--- src/rtl/burnin_sync_gen.sv ---
module burnin_sync_gen #(
  parameter int H_PER_64   = 125,
  parameter int H_PER_48   = 167,
  parameter int H_PER_31   = 257,
  parameter int LINES_64   = 1024,
  parameter int LINES_48   = 640,
  parameter int LINES_31   = 512,
  parameter int HS_CLKS    = 8,
  parameter int VS_LINES   = 3,
  parameter int HATCH_X    = 16,
  parameter int HATCH_Y    = 32
) (
  input  logic       clk,
  input  logic       rst_n,
  input  logic       self_en,
  input  logic       sel_64k,
  input  logic       sel_48k,
  input  logic       hs_in,
  input  logic       vs_in,
  input  logic       pat_en,
  input  logic [1:0] pat_sel,
  output logic       hso,
  output logic       vso,
  output logic       pat_out,
  output logic       pat_oe
);
  localparam int H_MAX = (H_PER_31 > H_PER_48) ?
                         ((H_PER_31 > H_PER_64) ? H_PER_31 : H_PER_64) :
                         ((H_PER_48 > H_PER_64) ? H_PER_48 : H_PER_64);
  localparam int V_MAX = (LINES_31 > LINES_48) ?
                         ((LINES_31 > LINES_64) ? LINES_31 : LINES_64) :
                         ((LINES_48 > LINES_64) ? LINES_48 : LINES_64);
  localparam int HW = $clog2(H_MAX);
  localparam int VW = $clog2(V_MAX);
  localparam logic [1:0] M31 = 2'd0, M48 = 2'd1, M64 = 2'd2;

  logic [HW-1:0] hcnt, h_last;
  logic [VW-1:0] vcnt, v_last;
  logic [1:0]    mode, next_mode;
  logic          line_end, frame_end, gen_hs, gen_vs, hatch, pat_bit;

  assign next_mode = sel_48k ? M48 : (sel_64k ? M64 : M31);

  always_comb begin
    case (mode)
      M64:     begin h_last = HW'(H_PER_64 - 1); v_last = VW'(LINES_64 - 1); end
      M48:     begin h_last = HW'(H_PER_48 - 1); v_last = VW'(LINES_48 - 1); end
      default: begin h_last = HW'(H_PER_31 - 1); v_last = VW'(LINES_31 - 1); end
    endcase
  end

  assign line_end  = (hcnt == h_last);
  assign frame_end = line_end && (vcnt == v_last);

  always_ff @(posedge clk) begin
    if (!rst_n) begin
      hcnt <= '0;
      vcnt <= '0;
      mode <= M31;
    end else if (line_end) begin
      hcnt <= '0;
      if (frame_end) begin
        vcnt <= '0;
        mode <= next_mode;
      end else begin
        vcnt <= vcnt + 1'b1;
      end
    end else begin
      hcnt <= hcnt + 1'b1;
    end
  end

  assign gen_hs = (hcnt < HW'(HS_CLKS));
  assign gen_vs = (vcnt < VW'(VS_LINES));
  assign hatch  = ((hcnt % HW'(HATCH_X)) == '0) || ((vcnt % VW'(HATCH_Y)) == '0);

  always_comb begin
    case (pat_sel)
      2'b00:   pat_bit = hatch;
      2'b01:   pat_bit = 1'b1;
      2'b10:   pat_bit = ~hatch;
      default: pat_bit = 1'b0;
    endcase
  end

  assign hso     = self_en ? gen_hs : hs_in;
  assign vso     = self_en ? gen_vs : vs_in;
  assign pat_oe  = pat_en;
  assign pat_out = pat_en & pat_bit;
endmodule


--- config.mk ---
export PLATFORM = sky130hd
export DESIGN_NAME = burnin_sync_gen
export DESIGN_NICKNAME = d
export VERILOG_FILES = /design/src/rtl/burnin_sync_gen.sv
export SDC_FILE = /design/constraint.sdc
export NUM_CORES = 1
export LEC_CHECK = 0
export ABC_CLOCK_PERIOD_IN_PS = 3300
export CAP_MARGIN = 20
export CORE_AREA = 2 2 53 55
export DETAILED_ROUTE_END_ITERATION = 16
export DIE_AREA = 0 0 55 57
export DONT_BUFFER_PORTS = 1
export MAX_ROUTING_LAYER = met4
export PLACE_DENSITY = 0.72
export SLEW_MARGIN = 25
export SYNTH_ARGS = -nofsm -noshare
export SYNTH_HDL_FRONTEND = slang
export SYNTH_SLANG_ARGS = --single-unit
--- constraint.sdc ---
create_clock -name clk -period 3.3 [get_ports clk]
set_input_delay 0.33 -clock clk [delete_from_list [all_inputs] [get_ports clk]]
set_output_delay 0.33 -clock clk [all_outputs]
set_load 0.01 [all_outputs]
Word level (Yosys, flattened, before mapping)
Cells that the tools add are included.
- bits in registers: 21
- latch bits: 0
- bits in writable memories: 0
- bits in read-only memories: 0
- input port bits: 10
- output and inout port bits: 4
- word-level logic and storage cells: 31
- memories: 0
- add/subtract/negate cells: 2
- $mul: 0
- divide/modulo/power cells: 0
- $lt $le $gt $ge: 2
- eq/ne operators: 6
- shift-type cells: 0
- mux-type cells: 8
- bitwise gates (word level): 3
- reductions and logical operators: 7
- operator list (cell ; count):
    10-bit case mux with 2 select lines ; 1
    9-bit case mux with 2 select lines ; 1
    10-bit by 1-bit adder with 10-bit output, second input constant ; 1
    10-bit equality test ; 1
    10-bit logical NOT ; 1
    10-bit by 2-bit < comparator with 1-bit output, second input constant ; 1
    10-bit 2-to-1 mux ; 1
    9-bit by 1-bit adder with 9-bit output, second input constant ; 1
    9-bit equality test ; 1
    9-bit logical NOT ; 1
    9-bit by 4-bit < comparator with 1-bit output, second input constant ; 1
    2-bit by 1-bit equality test with 1-bit output, second input constant ; 2
    2-bit equality test, second input constant ; 2
    2-bit 2-to-1 mux ; 2
    1-bit case mux with 3 select lines ; 1
    2-bit logical NOT ; 1
    1-bit 2-to-1 mux ; 2
    1-bit inverter ; 2
    2-bit AND reduction ; 1
    2-bit OR reduction ; 1
    1-bit bitwise AND ; 1
    1-bit logical AND ; 1
    1-bit logical OR ; 1

Depth between registers and ports, before layout
- depth after elaboration: 5
- mapped depth: 6
- gate-level depth less buffers: 6

Worst setup path after synthesis
No wires, ideal clock.
- path type: register -> register
- start: register mode[0]
- end: register vcnt[8]
- library setup time: 72 ps
- arrival time: 1550 ps
- data required time: 3228 ps
- path slack: 1678 ps
- cell stages (with the launch flop): 7
- buffers on the path: 0
- clock period less this slack: 1622 ps
- cells stage by stage: dfxtp_1 -> inv_1 -> ha_1 -> and4bb_2 -> o21ai_4 -> nor4_4 -> mux2i_1
- cells in the longest elaborated chain, start to end: 5
- elaborated cells between the ends (all ways): 8
- classes of those cells: 4 x eq/ne; 3 x mux; 1 x reduce/logical
- ends and longest elaborated chain (item ; RTL line ; source):
    start, declared ; 39 ; logic [1:0] mode, next_mode;
    start signal, assigned ; 64 ; mode <= next_mode;
    2-bit by 1-bit equality test with 1-bit output or 2-bit equality test (tied branches) ; 45 ; case (mode)
    10-bit case mux with 2 select lines or 9-bit case mux with 2 select lines (tied branches) ; 45 ;
    10-bit equality test or 9-bit equality test (tied branches) ; 53, 52 ;
    1-bit logical AND ; 53 ; assign frame_end = line_end && (vcnt == v_last);
    10-bit 2-to-1 mux ; 62 ; if (frame_end) begin
    end signal, assigned ; 66 ; vcnt <= vcnt + 1'b1;
    end, declared ; 38 ; logic [VW-1:0] vcnt, v_last;
Several ways; a longest one is shown, not always the timed one.
A chain may end at the register's enable or synchronous reset.

Worst setup path in the final report
- start: register hcnt[0]
- end: output port pat_out
- cells in the longest elaborated chain, start to end: 5
- ends and longest elaborated chain (item ; RTL line ; source):
    start, declared ; 37 ; logic [HW-1:0] hcnt, h_last;
    start signal, assigned ; 69 ; hcnt <= hcnt + 1'b1;
    9-bit logical NOT * ; 75 ; assign hatch = ((hcnt % HW'(HATCH_X)) == '0) || ((vcnt % VW'(HATCH_Y)) == '0);
    1-bit logical OR * ; 75 ;
    1-bit inverter ; 81 ; 2'b10: pat_bit = ~hatch;
    1-bit case mux with 3 select lines * ; 78 ; case (pat_sel)
    1-bit bitwise AND * ; 89 ; assign pat_out = pat_en & pat_bit;
    end, declared ; 24 ; output logic pat_out,
Every way passes the cells marked *; elsewhere a longest branch is shown, timed or not.

==> metrics.cfg <==
[logic_synthesis]
ys_seq_area_frac=0.318
synthesis.instances=151
ys_async_sr_fraction=0
avgSynthCellArea_sq_um=8.76
yosysTopAreaCell=dfxtp_1
mappedNetlistArea_sq_mm=0.00132
synth_common_cells=21 x dfxtp_1, 14 x nand2_1, 12 x nor2_1
synthTopCellsByArea=dfxtp_1 32%, ha_1 5.7%, xor2_1 4.6%, mux2i_1 4.5%, nand2_1 4.0%
synth_cell_types=43
synth_most_common_cell=dfxtp_1
synth_top_area_share=0.318
synth_edf_count=0
yosys_register_bits=21
syn_nets=167
yosys_warnings=0
ys.flop_type=dfxtp_1

[layout]
area_growth_syn_to_layout_pct=2.74
drive_above_1_share=0.0867
final_cells=181
fillers=252
num_antenna_cells=0
final_cell_area_sq_mm=0.00136
nNetsFinal=167

[setup_path]
cp.arrival_ns=1.79
crit_fanout=6
path_buf_inv=1
slowest_stage=dfxtp_1
critical-path-top-delay-family=flip-flops
cpPeakStageDelay_ns=0.45
critPathKind=register to output port
end_kind=output port
startpoint_type=register
path_cells=inv_1 -> ha_1 -> a221oi_1 -> xnor2_1 -> and2_1
required_ns=2.97
r2r_start=mode[1]
startpoint=hcnt[0]

[timing]
setup_viol=0
rsz0062_at_grt=false
min_period_ns=2.12
hold_viol_final=0
max_slew_margin=0.637
fin_setup_tns_ns=0
fmax_ghz=0.472
clock_skew_ns=0.00335
tightest_slew_ns=0.544
drv_slew=0
finalCritPeriodShare=0.642

[cts]
cts_root_buf=clkbuf_4
cts.repair.resized=0
holdBufCountCts=0
cts.path.max_buffers=2
numCtsBuffers=3
cts_setup_buffers=0
clk_latency_ns=0.31
cts_htree_levels=1
cts_tree=built
clk_pin_slew_ns=0.13
clock-sinks=21

[routing]
firstDrtPassIters=4
drc=0
routed_wl_um=2740
vias=1096
drt_iter0_markers=21
drt-wirelength-per-cell_um=15.1
viasPerCell=6.06
antenna_left=0

[pwr]
power_leakage_nw=0.478
pwr-share-seq=0.616
peakVddDrop_uv=261
switching_share=0.277
p_sw_w=0.000124
p_comb_frac=0.087
clkPwrFrac=0.297
internal_power_w=0.000322
p_total_w=0.000446
pwr_density_cell_mw_per_mm2=328

[global_route]
grt_max_degree=27
grt_pass1_vias=1000
antenna_found_initial=0
grt_usage=0.194
overflow=0
grt_pass1_wl_um=4410

[placement]
dpl_cell_area_sq_mm=0.00133
place_inst=177
port_buffers=0
gp_congestion=0.822
dp_hpwl_um=2050

[floorplanning]
ios=14
core_sq_mm=0.00262
start_util=0.506
die-area_sq_mm=0.00314
row_count=19
die_y_um=57
fp.dieW_um=55

[status]
status=complete, no violations

[hold_path]
hp-start=rst_n
hold_class=primary input to register

[run]
cap_violations=0

cells in the final DEF, fill, tap and decap left out, types with 2 or more instances in the layout:
cell type,n
mux2i_1,6
xor2_1,7
and2_1,2
nor2_1,12
dfxtp_1,21
inv_1,11
and3_1,3
and4_1,4
nand2b_1,4
nand2_1,14
nor3_1,5
xnor2_1,2
nand3b_1,2
nand4_1,6
nand3_1,10
ha_1,6
o211ai_1,6
clkbuf_4,3
nor4_4,2
o21ai_0,2
metal layers:
layer / up-vias / routed length, um / track usage
met2: 23 / 1350 / 0.298
met4: 0 / 42 / 0.0801
met1: 524 / 1250 / 0.249
met3: 4 / 101 / 0.0314
li1: 545 / - / -
met5: - / 0 / -
worst register-to-register path, delay by kind of cell (launching register included):
| family | cells | cell delay, ns |
|---|---|---|
| simple gates | 2 | 0.38 |
| compound gates | 2 | 0.71 |
| fa+ha+maj | 1 | 0.22 |
| flops | 1 | 0.39 |
| buf+inv | 1 | 0.06 |
layout make-up:
cell class | count | area [sq um] | area share
well taps | 31 | 38.8 | 0.0285
inverters | 11 | 41.3 | 0.0304
clock inverters | 1 | 5.00 | 0.00368
clock buffers | 3 | 22.5 | 0.0166
flip-flops and latches | 21 | 420 | 0.309
multi-input cells | 114 | 831 | 0.611
per-stage QoR:
stage | hold WS, ns | utilization | setup WS (ns)
2_1_floorplan | 0.451 | - | 1.68
3_3_place_gp | 0.468 | 0.509 | 1.57
3_5_place_dp | 0.478 | 0.509 | 1.53
4_1_cts | 0.139 | 0.520 | 1.16
5_1_grt | 0.149 | 0.520 | 1.09
6_report | 0.147 | 0.520 | 1.18
power by group through the flow:
stage	clock network [W]	logic, W	registers, W
finish	0.000132	0.0000389	0.000275
global route	0.000141	0.0000437	0.000276
CTS	0.000135	0.0000392	0.000274
detailed placement	0	0.0000390	0.000280
global placement	0	0.0000374	0.000279
floorplan	0	0.0000381	0.000275
path summary, 6_finish.rpt:
| check | cells after the start | slack, ns | to |
|---|---|---|---|
| worst min register to register | 2 | 0.50 | mode[0] |
| worst max register to register | 6 | 1.47 | vcnt[1] |
| worst max-delay path | 5 | 1.18 | pat_out |
| worst min-delay path | 2 | 0.15 | vcnt[6] |
sequential cells by signal, indices dropped and copies added (netlist names):
register	count
hcnt	9
mode	2
vcnt	10
logic make-up after synthesis:
group / after synthesis / synth area share
xor gates and xnor gates: 9 / 0.0596
buffers and inverters: 16 / 0.0539
muxes: 6 / 0.0454
DFF: 21 / 0.318
and+or+nand+nor: 74 / 0.342
adders and majority gates: 6 / 0.0568
AOI/OAI and AO/OA: 19 / 0.125
Note: power is estimated with default switching activity, not from simulation.
